===== src/rtl/cmdq_pkg.sv =====
// Shared types and the host register map of the command queue engine.
// Assumes a 3-bit word offset on the host port.
package cmdq_pkg;
    typedef logic [2:0] hreg_t;

    localparam hreg_t OFS_CTRL = 3'd0;
    localparam hreg_t OFS_QPTR = 3'd1;
    localparam hreg_t OFS_CIDX = 3'd2;
    localparam hreg_t OFS_EIDX = 3'd3;
    localparam hreg_t OFS_HALT = 3'd4;
    localparam hreg_t OFS_STAT = 3'd5;
    localparam hreg_t OFS_CMD  = 3'd6;

    typedef enum logic [1:0] {
        SQ_IDLE  = 2'd0,
        SQ_FADDR = 2'd1,
        SQ_FDATA = 2'd2,
        SQ_EXEC  = 2'd3
    } sq_state_t;
endpackage


===== src/rtl/cmdq_index_unit.sv =====
// Current/end index pair of the command queue.
// Host writes win over an engine load in the same cycle; all arithmetic wraps modulo 2**IDX_W.
module cmdq_index_unit #(
    parameter int IDX_W = 8
) (
    input  logic             clk,
    input  logic             rst_n,
    input  logic             host_cur_we,
    input  logic             host_end_we,
    input  logic [IDX_W-1:0] host_val,
    input  logic             eng_cur_load,
    input  logic [IDX_W-1:0] eng_val,
    output logic [IDX_W-1:0] cur_idx,
    output logic [IDX_W-1:0] end_idx,
    output logic             idx_eq,
    output logic [IDX_W-1:0] idx_gap
);
    logic [IDX_W-1:0] cur_q, end_q;

    // Current index: host write first, then engine completion entry.
    always_ff @(posedge clk) begin
        if (!rst_n)            cur_q <= '0;
        else if (host_cur_we)  cur_q <= host_val;
        else if (eng_cur_load) cur_q <= eng_val;
    end

    // End index: host only.
    always_ff @(posedge clk) begin
        if (!rst_n)           end_q <= '0;
        else if (host_end_we) end_q <= host_val;
    end

    assign cur_idx = cur_q;
    assign end_idx = end_q;
    assign idx_eq  = (cur_q == end_q);
    assign idx_gap = end_q - cur_q;

    // current index moves only on a load source
    p_cur_hold_r4: assert property (@(posedge clk) disable iff (!rst_n)
        (!host_cur_we && !eng_cur_load) |=> $stable(cur_q));
endmodule


===== src/rtl/cmdq_sequencer.sv =====
// Fetch/execute sequencer: reads address and data words of one entry, then
// applies it internally (pointer or current-index target) or via the write port.
// Assumes SELF_BASE has its low five bits clear and reads complete in the rvalid cycle.
module cmdq_sequencer
    import cmdq_pkg::*;
#(
    parameter int           W         = 32,
    parameter int           IDX_W     = 8,
    parameter logic [W-1:0] SELF_BASE = 32'h4000_0000
) (
    input  logic             clk,
    input  logic             rst_n,
    input  logic             go,
    input  logic             host_ptr_we,
    input  logic [W-1:0]     host_ptr_val,
    output logic             mem_req,
    output logic [W-1:0]     mem_addr,
    input  logic             mem_rvalid,
    input  logic [W-1:0]     mem_rdata,
    output logic             wr_req,
    output logic [W-1:0]     wr_addr,
    output logic [W-1:0]     wr_data,
    input  logic             wr_ack,
    input  logic             wr_err,
    output logic             busy,
    output logic [W-1:0]     fetch_ptr,
    output logic             cur_load,
    output logic [IDX_W-1:0] cur_val,
    output logic             err_set,
    output logic             upd_irq
);
    localparam logic [W-1:0] WSTEP    = W'(W / 8);
    localparam logic [W-1:0] ESTEP    = W'(2 * (W / 8));
    localparam logic [W-1:0] SELF_PTR = SELF_BASE | {{(W-5){1'b0}}, OFS_QPTR, 2'b00};
    localparam logic [W-1:0] SELF_CUR = SELF_BASE | {{(W-5){1'b0}}, OFS_CIDX, 2'b00};

    sq_state_t    state_q;
    logic [W-1:0] ptr_q, eaddr_q, edata_q;
    logic         irq_q;
    logic [W-1:0] tgt;
    logic         hit_ptr, hit_cur, in_exec, ent_done;

    // Decode the latched entry target.
    always_comb begin
        tgt      = {eaddr_q[W-1:1], 1'b0};
        hit_ptr  = (tgt == SELF_PTR);
        hit_cur  = (tgt == SELF_CUR);
        in_exec  = (state_q == SQ_EXEC);
        wr_req   = in_exec && !hit_ptr && !hit_cur;
        err_set  = wr_req && wr_ack && wr_err;
        ent_done = in_exec && (hit_ptr || hit_cur || (wr_ack && !wr_err));
        cur_load = in_exec && hit_cur;
    end

    // Port drive from state.
    always_comb begin
        mem_req  = (state_q == SQ_FADDR) || (state_q == SQ_FDATA);
        mem_addr = (state_q == SQ_FDATA) ? (ptr_q + WSTEP) : ptr_q;
        wr_addr  = tgt;
        wr_data  = edata_q;
        cur_val  = edata_q[IDX_W-1:0];
        busy     = (state_q != SQ_IDLE);
    end

    // Entry state machine.
    always_ff @(posedge clk) begin
        if (!rst_n) state_q <= SQ_IDLE;
        else begin
            case (state_q)
                SQ_IDLE:  if (go) state_q <= SQ_FADDR;
                SQ_FADDR: if (mem_rvalid) state_q <= SQ_FDATA;
                SQ_FDATA: if (mem_rvalid) state_q <= SQ_EXEC;
                SQ_EXEC:  if (ent_done || err_set) state_q <= SQ_IDLE;
                default:  state_q <= SQ_IDLE;
            endcase
        end
    end

    // Queue pointer: host move while idle, jump entry, or advance past a done entry.
    always_ff @(posedge clk) begin
        if (!rst_n)                                   ptr_q <= '0;
        else if (host_ptr_we && state_q == SQ_IDLE)   ptr_q <= host_ptr_val;
        else if (in_exec && hit_ptr)                  ptr_q <= edata_q;
        else if (ent_done)                            ptr_q <= ptr_q + ESTEP;
    end

    // Latch the two words of the entry.
    always_ff @(posedge clk) begin
        if (!rst_n) begin
            eaddr_q <= '0;
            edata_q <= '0;
        end else begin
            if (state_q == SQ_FADDR && mem_rvalid) eaddr_q <= mem_rdata;
            if (state_q == SQ_FDATA && mem_rvalid) edata_q <= mem_rdata;
        end
    end

    // Update interrupt one cycle after a flagged entry completes.
    always_ff @(posedge clk) begin
        if (!rst_n) irq_q <= 1'b0;
        else        irq_q <= ent_done && eaddr_q[0];
    end

    assign upd_irq   = irq_q;
    assign fetch_ptr = ptr_q;

    // read address holds until data returns
    p_fetch_hold_r1: assert property (@(posedge clk) disable iff (!rst_n)
        (mem_req && !mem_rvalid) |=> (mem_req && $stable(mem_addr)));
    // pending write holds address and data
    p_wr_hold_r11: assert property (@(posedge clk) disable iff (!rst_n)
        (wr_req && !wr_ack) |=> (wr_req && $stable(wr_addr) && $stable(wr_data)));
    // no fetch while a write is outstanding
    p_excl_r11: assert property (@(posedge clk) disable iff (!rst_n)
        !(mem_req && wr_req));
    // flag bit never reaches the write port
    p_lsb_clear_r2: assert property (@(posedge clk) disable iff (!rst_n)
        wr_req |-> !wr_addr[0]);
    // interrupt is a single-cycle pulse
    p_irq_pulse_r2: assert property (@(posedge clk) disable iff (!rst_n)
        upd_irq |=> !upd_irq);
endmodule


===== src/rtl/cmdq_engine.sv =====
// Command queue engine top: host register file, halt/pause/error control,
// index unit and fetch sequencer. Host reads are combinational on hst_addr.
module cmdq_engine
    import cmdq_pkg::*;
#(
    parameter int           W         = 32,
    parameter int           IDX_W     = 8,
    parameter int           PRI_W     = 4,
    parameter logic [W-1:0] SELF_BASE = 32'h4000_0000
) (
    input  logic         clk,
    input  logic         rst_n,
    input  logic         hst_we,
    input  logic [2:0]   hst_addr,
    input  logic [W-1:0] hst_wdata,
    output logic [W-1:0] hst_rdata,
    output logic         mem_req,
    output logic [W-1:0] mem_addr,
    input  logic         mem_rvalid,
    input  logic [W-1:0] mem_rdata,
    output logic         wr_req,
    output logic [W-1:0] wr_addr,
    output logic [W-1:0] wr_data,
    input  logic         wr_ack,
    input  logic         wr_err,
    output logic         upd_irq
);
    logic             en_q, halt_q, swp_q, err_q;
    logic [PRI_W-1:0] prio_q;
    logic             we_ctrl, we_qptr, we_cidx, we_eidx, we_halt, we_cmd;
    logic [IDX_W-1:0] cur_idx, end_idx, idx_gap, cur_val;
    logic             idx_eq, busy, cur_load, err_set, go, paused;
    logic [W-1:0]     fetch_ptr;

    // Host write decode.
    always_comb begin
        we_ctrl = hst_we && (hst_addr == OFS_CTRL);
        we_qptr = hst_we && (hst_addr == OFS_QPTR);
        we_cidx = hst_we && (hst_addr == OFS_CIDX);
        we_eidx = hst_we && (hst_addr == OFS_EIDX);
        we_halt = hst_we && (hst_addr == OFS_HALT);
        we_cmd  = hst_we && (hst_addr == OFS_CMD);
    end

    // Configuration: enable, priority, halt enable.
    always_ff @(posedge clk) begin
        if (!rst_n) begin
            en_q   <= 1'b0;
            prio_q <= '0;
            halt_q <= 1'b0;
        end else begin
            if (we_ctrl) begin
                en_q   <= hst_wdata[0];
                prio_q <= hst_wdata[4 +: PRI_W];
            end
            if (we_halt) halt_q <= hst_wdata[0];
        end
    end

    // Software pause request: set wins over release.
    always_ff @(posedge clk) begin
        if (!rst_n)                       swp_q <= 1'b0;
        else if (we_cmd && hst_wdata[0])  swp_q <= 1'b1;
        else if (we_cmd && hst_wdata[1])  swp_q <= 1'b0;
    end

    // Error flag: set by a failed write, cleared by command or disable.
    always_ff @(posedge clk) begin
        if (!rst_n)       err_q <= 1'b0;
        else if (err_set) err_q <= 1'b1;
        else if ((we_cmd && hst_wdata[2]) || (we_ctrl && !hst_wdata[0])) err_q <= 1'b0;
    end

    // Start condition for the next entry and the paused view.
    always_comb begin
        go     = en_q && !err_q && !swp_q && !(halt_q && idx_eq);
        paused = !busy && (swp_q || (halt_q && idx_eq));
    end

    cmdq_index_unit #(.IDX_W(IDX_W)) u_idx (
        .clk          (clk),
        .rst_n        (rst_n),
        .host_cur_we  (we_cidx),
        .host_end_we  (we_eidx),
        .host_val     (hst_wdata[IDX_W-1:0]),
        .eng_cur_load (cur_load),
        .eng_val      (cur_val),
        .cur_idx      (cur_idx),
        .end_idx      (end_idx),
        .idx_eq       (idx_eq),
        .idx_gap      (idx_gap)
    );

    cmdq_sequencer #(.W(W), .IDX_W(IDX_W), .SELF_BASE(SELF_BASE)) u_seq (
        .clk          (clk),
        .rst_n        (rst_n),
        .go           (go),
        .host_ptr_we  (we_qptr),
        .host_ptr_val (hst_wdata),
        .mem_req      (mem_req),
        .mem_addr     (mem_addr),
        .mem_rvalid   (mem_rvalid),
        .mem_rdata    (mem_rdata),
        .wr_req       (wr_req),
        .wr_addr      (wr_addr),
        .wr_data      (wr_data),
        .wr_ack       (wr_ack),
        .wr_err       (wr_err),
        .busy         (busy),
        .fetch_ptr    (fetch_ptr),
        .cur_load     (cur_load),
        .cur_val      (cur_val),
        .err_set      (err_set),
        .upd_irq      (upd_irq)
    );

    // Host readback mux.
    always_comb begin
        hst_rdata = '0;
        case (hst_addr)
            OFS_CTRL: begin
                hst_rdata[0]          = en_q;
                hst_rdata[4 +: PRI_W] = prio_q;
            end
            OFS_QPTR: hst_rdata = fetch_ptr;
            OFS_CIDX: hst_rdata[IDX_W-1:0] = cur_idx;
            OFS_EIDX: hst_rdata[IDX_W-1:0] = end_idx;
            OFS_HALT: hst_rdata[0] = halt_q;
            OFS_STAT: begin
                hst_rdata[0]          = busy;
                hst_rdata[1]          = err_q;
                hst_rdata[2]          = paused;
                hst_rdata[8 +: IDX_W] = idx_gap;
            end
            default: hst_rdata = '0;
        endcase
    end

    // index-equality halt blocks the next fetch
    p_halt_eq_r6: assert property (@(posedge clk) disable iff (!rst_n)
        (!busy && halt_q && idx_eq) |=> !mem_req);
    // software pause blocks the next fetch
    p_pause_stop_r9: assert property (@(posedge clk) disable iff (!rst_n)
        (!busy && swp_q) |=> !mem_req);
    // pending error blocks the next fetch
    p_err_stop_r10: assert property (@(posedge clk) disable iff (!rst_n)
        (!busy && err_q) |=> !mem_req);
    // disabled engine starts no fetch
    p_dis_stop_r7: assert property (@(posedge clk) disable iff (!rst_n)
        (!busy && !en_q) |=> !mem_req);
endmodule


===== config.mk =====
export PLATFORM = sky130hd
export DESIGN_NAME = cmdq_engine
export DESIGN_NICKNAME = d
export VERILOG_FILES = /design/src/rtl/cmdq_pkg.sv /design/src/rtl/cmdq_index_unit.sv /design/src/rtl/cmdq_sequencer.sv /design/src/rtl/cmdq_engine.sv
export SDC_FILE = /design/constraint.sdc
export NUM_CORES = 1
export LEC_CHECK = 0
export BUFFER_PORTS_ARGS = -buffer_cell sky130_fd_sc_hd__buf_2
export CAP_MARGIN = 20
export CORE_MARGIN = 10
export CORE_UTILIZATION = 50
export DETAILED_ROUTE_END_ITERATION = 12
export MAX_ROUTING_LAYER = met4
export PLACE_DENSITY = 0.73
export REMOVE_ABC_BUFFERS = 1
export SYNTH_ARGS = -nofsm -noshare
export SYNTH_HDL_FRONTEND = slang
export SYNTH_HIERARCHICAL = 1
export SYNTH_SLANG_ARGS = --single-unit

===== constraint.sdc =====
create_clock -name clk -period 3.78 [get_ports clk]
set_input_delay 0.567 -clock clk [delete_from_list [all_inputs] [get_ports clk]]
set_output_delay 0.567 -clock clk [all_outputs]
set_load 0.05 [all_outputs]

==> flow_metrics.env, run 1 <==
export IMPL_status="completed"
export IMPL_critical_path_peak_fanout=5
export IMPL_netlist_instances=989
export IMPL_die_height_um=144
export IMPL_main_combinational_cell_family_by_area_after_synthesis="simple AND/OR/NAND/NOR gates"
export IMPL_slew_limit_headroom_pct=36.3
export IMPL_mappedNetlistArea_sq_um=7660
export IMPL_routed_via_count=7607
export IMPL_number_of_flops_mapped_to_enable_cells_by_yosys=0
export IMPL_final_nets=1204
export IMPL_vias_per_cell=5.77
export IMPL_setup_repair_after_global_routing_missed_its_margin="false"
export IMPL_required_ns=3.21
export IMPL_crit_type="reg2out"
export IMPL_num_io_pins=204
export IMPL_cts_path_max_buffers=2
export IMPL_drt_drc_violations_left=0
export IMPL_synth_seq_area_share_pct=32.2
export IMPL_number_of_buffer_cells_added_on_primary_ports=202
export IMPL_final_core_util_pct=60.1
export IMPL_final_fill_count=1453
export IMPL_path_clk_slew_ns=0.06
export IMPL_detail_route_first_pass_iterations=5
export IMPL_total_global_route_track_usage_pct=25.2
export IMPL_cp_end_kind="output port"
export IMPL_cts_buffers_inserted=17
export IMPL_fin_skew_ns=0.00980
export IMPL_floorplan_initialDensity_pct=50.7
export IMPL_insertion_delay_ns=0.42
export IMPL_synth_async_sr_flop_share_pct=0
export IMPL_fp_dieW_um=144
export IMPL_yosys_warnings=6
export IMPL_reg2reg_setup_slack_ns=0.95
export IMPL_synth_ff_latch_count=123
export IMPL_critical_path_arrival_ns=2.99
export IMPL_full_die_area_sq_um=20700
export IMPL_overflow=0
export IMPL_final_layout_size_suffix_gt1_share_pct=26.0
export IMPL_power_per_unit_of_standard_cell_area_nw_per_um2=427
export IMPL_clkSinkCount=123
export IMPL_std_cell_rows=45
export IMPL_critPathLaunchType="register"
export IMPL_yosys_area_share_simple_pct=27.0
export IMPL_final_max_slew_violation_count=0
export IMPL_post_dp_hpwl_mm=19.3
export IMPL_netlist_cell_type_count=76
export IMPL_ctsResizeCount=0
export IMPL_compound_gate_fraction_of_synth_area_pct=16.5
export IMPL_final_hold_violation_count=0
export IMPL_period_needed_ns=3.55
export IMPL_maxCapViolations=0
export IMPL_final_cell_mix="sky130_fd_sc_hd__buf_2 (202), sky130_fd_sc_hd__nand2_1 (175), sky130_fd_sc_hd__dfxtp_1 (122)"
export IMPL_area_delta_synth_final_pct=18.4
export IMPL_finalSetupViolations=0
export IMPL_gp_congestion=0.960
export IMPL_drt_wl_total_mm=26.3
export IMPL_cts_tree="done"
export IMPL_postCtsHoldBufs=0
export IMPL_muxShareOfSynthArea_pct=7.58
export IMPL_synth_fa_ha_area_share_pct=2.55
export IMPL_ir_drop_uv=339
export IMPL_grt_pass1_vias=7227
export IMPL_placeableCoreArea_sq_um=15100
export IMPL_routed_wire_length_per_instance_um=20.0
export IMPL_max_clock_freq_mhz=281
export IMPL_cts_root_buf="sky130_fd_sc_hd__clkbuf_16"
export IMPL_hold_worst_slack_ns=0.387
export IMPL_clock_tree_htree_level_count=4
export IMPL_hold_path_class="in2reg"
export IMPL_synth_flop_cell="sky130_fd_sc_hd__dfxtp_1"
export IMPL_grt_start_max_net_pins=53
export IMPL_initial_antenna_violation_count=1
export IMPL_drtIter0Drc=763
export IMPL_post_cts_setup_buffer_count=0
export IMPL_grt_first_pass_wirelength_mm=40.3
export IMPL_layout_commonest_cell="sky130_fd_sc_hd__buf_2"
export IMPL_antenna_left=0
export IMPL_design_power_total_mw=3.87
export IMPL_max_slew_worst_pin_slew_ns=0.956
export IMPL_p_leak_nw=3.83
export IMPL_regToRegStartpoint="u_seq/eaddr_q[27]"
export IMPL_post_synth_xor_area_fraction_pct=4.80
export IMPL_timing_final_crit_share_pct=94.0
export IMPL_synth_area_per_cell_sq_um=7.74
export IMPL_min_from="mem_rdata[29]"
export IMPL_crit_start="u_seq/state_q[0]"
-- metal layers --
metal	up-vias	routed length (um)	global-route usage [%]	part of all wire, %
met5	-	0	-	0
met1	3549	11200	32.9	43
met4	0	649	8.70	2.5
li1	3645	-	-	-
met2	363	12200	37.7	46
met3	50	2270	5.81	8.6
-- final timing paths --
check	depth (start not counted)	to
hold / removal	3	u_seq/eaddr_q[29]
setup reg to reg	7	u_seq/fetch_ptr[21]
hold reg to reg	2	u_seq/eaddr_q[0]
setup / recovery	9	mem_addr[26]
-- cell families after synthesis --
group / count (synthesis)
AO/OA/AOI/OAI: 206
XOR/XNOR: 42
adder cells (fa/ha/maj): 15
buffers and inverters: 137
flip-flops: 123
multiplexers: 50
other: 1
AND/OR/NAND/NOR: 415
-- critical path, cell delays in order, from the launching register on --
cell and delay (ns):
sky130_fd_sc_hd__dfxtp_1 0.33, sky130_fd_sc_hd__inv_1 0.13, sky130_fd_sc_hd__ha_1 0.22, sky130_fd_sc_hd__nand4_1 0.23, sky130_fd_sc_hd__nor3_4 0.32, sky130_fd_sc_hd__nand3_1 0.25
sky130_fd_sc_hd__or3_1 0.51, sky130_fd_sc_hd__nor2_1 0.14, sky130_fd_sc_hd__xor2_1 0.15, sky130_fd_sc_hd__buf_2 0.28
-- power by group --
group | switching [mW] | internal (mW) | leakage (nW) | total, mW
Combinational | 0.633 | 0.268 | 2.58 | 0.901
Sequential | 0.0956 | 1.37 | 0.995 | 1.47
Clock | 0.657 | 0.846 | 0.261 | 1.50
Total | 1.39 | 2.49 | 3.83 | 3.87
-- cell usage after synthesis, types with 6 or more instances --
cell type	n	share of area [%]
sky130_fd_sc_hd__a21oi_1	90	5.9
sky130_fd_sc_hd__a31oi_1	7	0.57
sky130_fd_sc_hd__and2_1	37	3.0
sky130_fd_sc_hd__and3_1	9	0.74
sky130_fd_sc_hd__buf_2	17	1.1
sky130_fd_sc_hd__buf_4	42	4.1
sky130_fd_sc_hd__clkbuf_1	52	2.5
sky130_fd_sc_hd__dfxtp_1	123	32
sky130_fd_sc_hd__ha_1	14	2.3
sky130_fd_sc_hd__inv_1	21	1.0
sky130_fd_sc_hd__mux2i_1	37	4.8
sky130_fd_sc_hd__nand2_1	175	8.6
sky130_fd_sc_hd__nand2b_1	8	0.65
sky130_fd_sc_hd__nand3_1	30	2.0
sky130_fd_sc_hd__nand4_1	15	1.2
sky130_fd_sc_hd__nor2_1	61	3.0
sky130_fd_sc_hd__nor2b_1	16	1.3
sky130_fd_sc_hd__nor3_1	16	1.0
sky130_fd_sc_hd__nor4_1	14	1.1
sky130_fd_sc_hd__o211ai_1	6	0.59
sky130_fd_sc_hd__o21ai_0	47	3.1
sky130_fd_sc_hd__xnor2_1	22	2.5
sky130_fd_sc_hd__xor2_1	20	2.3
-- state kept, by name, indices dropped and copies added, names as in the netlist --
signal	cells
en_q	1
err_q	1
halt_q	1
prio_q	4
swp_q	1
u_idx/cur_idx	8
u_idx/end_idx	8
u_seq/eaddr_q	32
u_seq/fetch_ptr	32
u_seq/state_q	2
u_seq/upd_irq	1
u_seq/wr_data	32
-- through the flow --
stage	setup TNS (ns)	instances	setup WS [ns]	cell area (sq um)
finish	0	1318	0.226	9060
global route	0	1318	0.00139	9060
CTS	0	1314	0.185	8980
detailed placement	0	1282	0.646	8440
global placement	0	1282	0.695	8440
floorplan	-0.829	874	-0.211	7020
-- layout make-up --
class / instances / area, sq um / area share, %
timing repair buffer: 223 / 1210 / 13.4
clock inverter: 15 / 116 / 1.28
antenna: 1 / 2.50 / 0.0276
inverter: 22 / 82.6 / 0.911
clock buffer: 17 / 425 / 4.69
tap: 188 / 235 / 2.60
multi-input combinational: 729 / 4530 / 49.9
sequential: 123 / 2460 / 27.2
Note: power is estimated with default switching activity, not from simulation.
==> run 2: changes to the inputs <==
CELL_PAD_IN_SITES_DETAIL_PLACEMENT = 0   (was unset)
CELL_PAD_IN_SITES_GLOBAL_PLACEMENT = 1   (was unset)
CORE_UTILIZATION = 42   (was 50)
PLACE_DENSITY = 0.84   (was 0.73)
==> run 2 against run 1 <==
Utilization down 8.5 points. Sequential power barely moved. Combinational power barely moved. Cell count is 3.3% higher. Clock power is 19% higher. Wire length grew 3.3%. First-iteration DRC count decreased by 22%. Clock-buffer cell count rose by 4. Total power grew 7.4%. Critical endpoint is now mem_addr[29].
==> flow_metrics.env, run 2 (synthesis results as in run 1) <==
export IMPL_worstRegToRegCells=7
export IMPL_number_of_buffer_cells_added_on_primary_ports=202
export IMPL_detail_route_first_pass_iterations=7
export IMPL_critPathTopFamily="simple AND/OR/NAND/NOR gates"
export IMPL_ir_drop_uv=335
export IMPL_postCtsHoldBufs=0
export IMPL_cp_end_kind="output port"
export IMPL_post_cts_setup_buffer_count=0
export IMPL_routed_via_count=7491
export IMPL_max_clock_freq_mhz=280
export IMPL_final_nets=1207
export IMPL_critical_path_slowest_cell="sky130_fd_sc_hd__nor3_1"
export IMPL_final_core_util_pct=51.5
export IMPL_maxCapViolations=0
export IMPL_drtIter0Drc=592
export IMPL_total_global_route_track_usage_pct=22.2
export IMPL_num_io_pins=204
export IMPL_final_cell_mix="sky130_fd_sc_hd__buf_2 (202), sky130_fd_sc_hd__nand2_1 (175), sky130_fd_sc_hd__dfxtp_1 (123)"
export IMPL_fp_dieW_um=155
export IMPL_reg2reg_setup_slack_ns=0.91
export IMPL_clkSinkCount=123
export IMPL_grt_first_pass_wirelength_mm=41.5
export IMPL_regToRegStartpoint="u_seq/eaddr_q[27]"
export IMPL_sum_of_negative_setup_slack_ns=0
export IMPL_final_max_slew_violation_count=0
export IMPL_placeableCoreArea_sq_um=18000
export IMPL_initial_antenna_violation_count=2
export IMPL_critical_path_reg2reg_endpoint="u_seq/fetch_ptr[20]"
export IMPL_p_leak_nw=3.90
export IMPL_wl_met3_mm=1.66
export IMPL_path_depth=7
export IMPL_min_from="hst_wdata[28]"
export IMPL_path_clk_slew_ns=0.06
export IMPL_overflow=0
export IMPL_timing_final_crit_share_pct=94.6
export IMPL_final_hold_violation_count=0
export IMPL_routedLengthMet1_mm=12.7
export IMPL_final_layout_size_suffix_gt1_share_pct=26.0
export IMPL_crit_type="reg2out"
export IMPL_gp_congestion=0.915
export IMPL_antenna_left=0
export IMPL_drt_wl_total_mm=27.2
export IMPL_setup_repair_after_global_routing_missed_its_margin="false"
export IMPL_full_die_area_sq_um=24000
export IMPL_critical_path_peak_fanout=9
export IMPL_post_dp_hpwl_mm=20.4
export IMPL_critPathLaunchType="register"
export IMPL_power_per_unit_of_standard_cell_area_nw_per_um2=449
export IMPL_grt_start_max_net_pins=36
export IMPL_area_delta_synth_final_pct=20.9
export IMPL_min_delay_path_depth=3
export IMPL_max_slew_worst_pin_slew_ns=0.873
export IMPL_finalSetupViolations=0
export IMPL_worst_path_buffer_plus_inverter_count=1
export IMPL_slew_limit_headroom_pct=41.8
export IMPL_period_needed_ns=3.57
export IMPL_insertion_delay_ns=0.42
export IMPL_worst_path_most_repeated_cell="sky130_fd_sc_hd__nor3_1"
export IMPL_routed_wire_length_per_instance_um=20.0
export IMPL_drt_drc_violations_left=0
export IMPL_grt_pass1_vias=7209
export IMPL_fin_skew_ns=0.0132
export IMPL_cts_tree="done"
export IMPL_status="completed"
export IMPL_required_ns=3.21
export IMPL_clock_tree_htree_level_count=4
export IMPL_die_height_um=155
export IMPL_min_delay_worst_endpoint="u_seq/fetch_ptr[28]"
export IMPL_ctsResizeCount=0
export IMPL_cts_path_max_buffers=2
export IMPL_cts_buffers_inserted=17
export IMPL_floorplan_initialDensity_pct=42.6
export IMPL_layout_commonest_cell="sky130_fd_sc_hd__buf_2"
export IMPL_hold_path_class="in2reg"
export IMPL_critical_path_arrival_ns=3.01
export IMPL_std_cell_rows=49
export IMPL_list_of_cells_traversed_by_the_critical_path="ha_1 > nand3_1 > nor3_1 > nand2b_1 > nor3_1 > xor2_1 > buf_2"
export IMPL_cts_root_buf="sky130_fd_sc_hd__clkbuf_16"
export IMPL_routed_wl_met2_mm=12.4
export IMPL_top_layer_used="met4"
export IMPL_critical_path_max_stage_delay_ns=0.56
export IMPL_vias_per_cell=5.50
-- run 2: changes by cell type in the layout (fill, tap and decap cells not counted), moves of 2 or more --
cell,before,now
sky130_fd_sc_hd__buf_4,18,21
sky130_fd_sc_hd__bufinv_16,0,4
sky130_fd_sc_hd__clkbuf_8,0,4
sky130_fd_sc_hd__clkinv_2,3,1
sky130_fd_sc_hd__clkinv_4,4,1
sky130_fd_sc_hd__inv_6,5,0
-- run 2: routing by layer --
layer | vias up | track usage, %
met1 | 3546 | 30.0
met4 | 0 | 6.57
met2 | 265 | 33.2
li1 | 3653 | -
met3 | 27 | 4.05
met5 | - | -
-- run 2: worst max-delay path by stage --
| stage | startpoint | to |
|---|---|---|
| 2_1_floorplan | u_seq/eaddr_q[30] | u_seq/fetch_ptr[10] |
| 3_3_place_gp | u_seq/fetch_ptr[3] | mem_addr[26] |
| 3_5_place_dp | u_seq/fetch_ptr[3] | mem_addr[26] |
| 4_1_cts | u_seq/fetch_ptr[3] | mem_addr[26] |
| 5_1_grt | u_seq/fetch_ptr[3] | mem_addr[21] |
| 6_report | u_seq/fetch_ptr[3] | mem_addr[29] |
-- run 2: layout make-up --
type                    count  area [sq um]
diodes                      2          5.00
clock buffers              21           480
clock inverters            10           164
fillers                  1810          8710
inverters                  22          82.6
multi-input cells         729          4530
flip-flops and latches    123          2460
well taps                 229           287
repair buffers            226          1250
-- run 2: through the flow --
stage          area (sq um)  power (mW)  worst slack [ns]  instances  hold slack (ns)
2_1_floorplan          7020        2.07            -0.211        874            0.432
3_3_place_gp           8510        2.37             0.693       1326            0.440
3_5_place_dp           8560        2.40             0.593       1328            0.453
4_1_cts                9210        4.18             0.125       1359            0.366
5_1_grt                9260        4.32           0.00786       1362            0.391
6_report               9260        4.16             0.206       1362            0.385
-- run 2: report_power, final --
group	internal, mW	leakage [nW]	total (mW)	switching [mW]
logic	0.268	2.60	0.903	0.634
clock network	1.17	0.303	1.78	0.615
registers	1.37	0.995	1.47	0.0995
-- run 2: worst reg2reg max path, cell delays in order, from the launching register on --
cell                      delay [ns]
sky130_fd_sc_hd__dfxtp_1        0.32
sky130_fd_sc_hd__nor3_1         0.48
sky130_fd_sc_hd__nand4_2        0.36
sky130_fd_sc_hd__o32ai_4        0.80
sky130_fd_sc_hd__buf_4          0.37
sky130_fd_sc_hd__o21ai_0        0.14
sky130_fd_sc_hd__a21oi_1        0.19
sky130_fd_sc_hd__a21oi_1        0.08
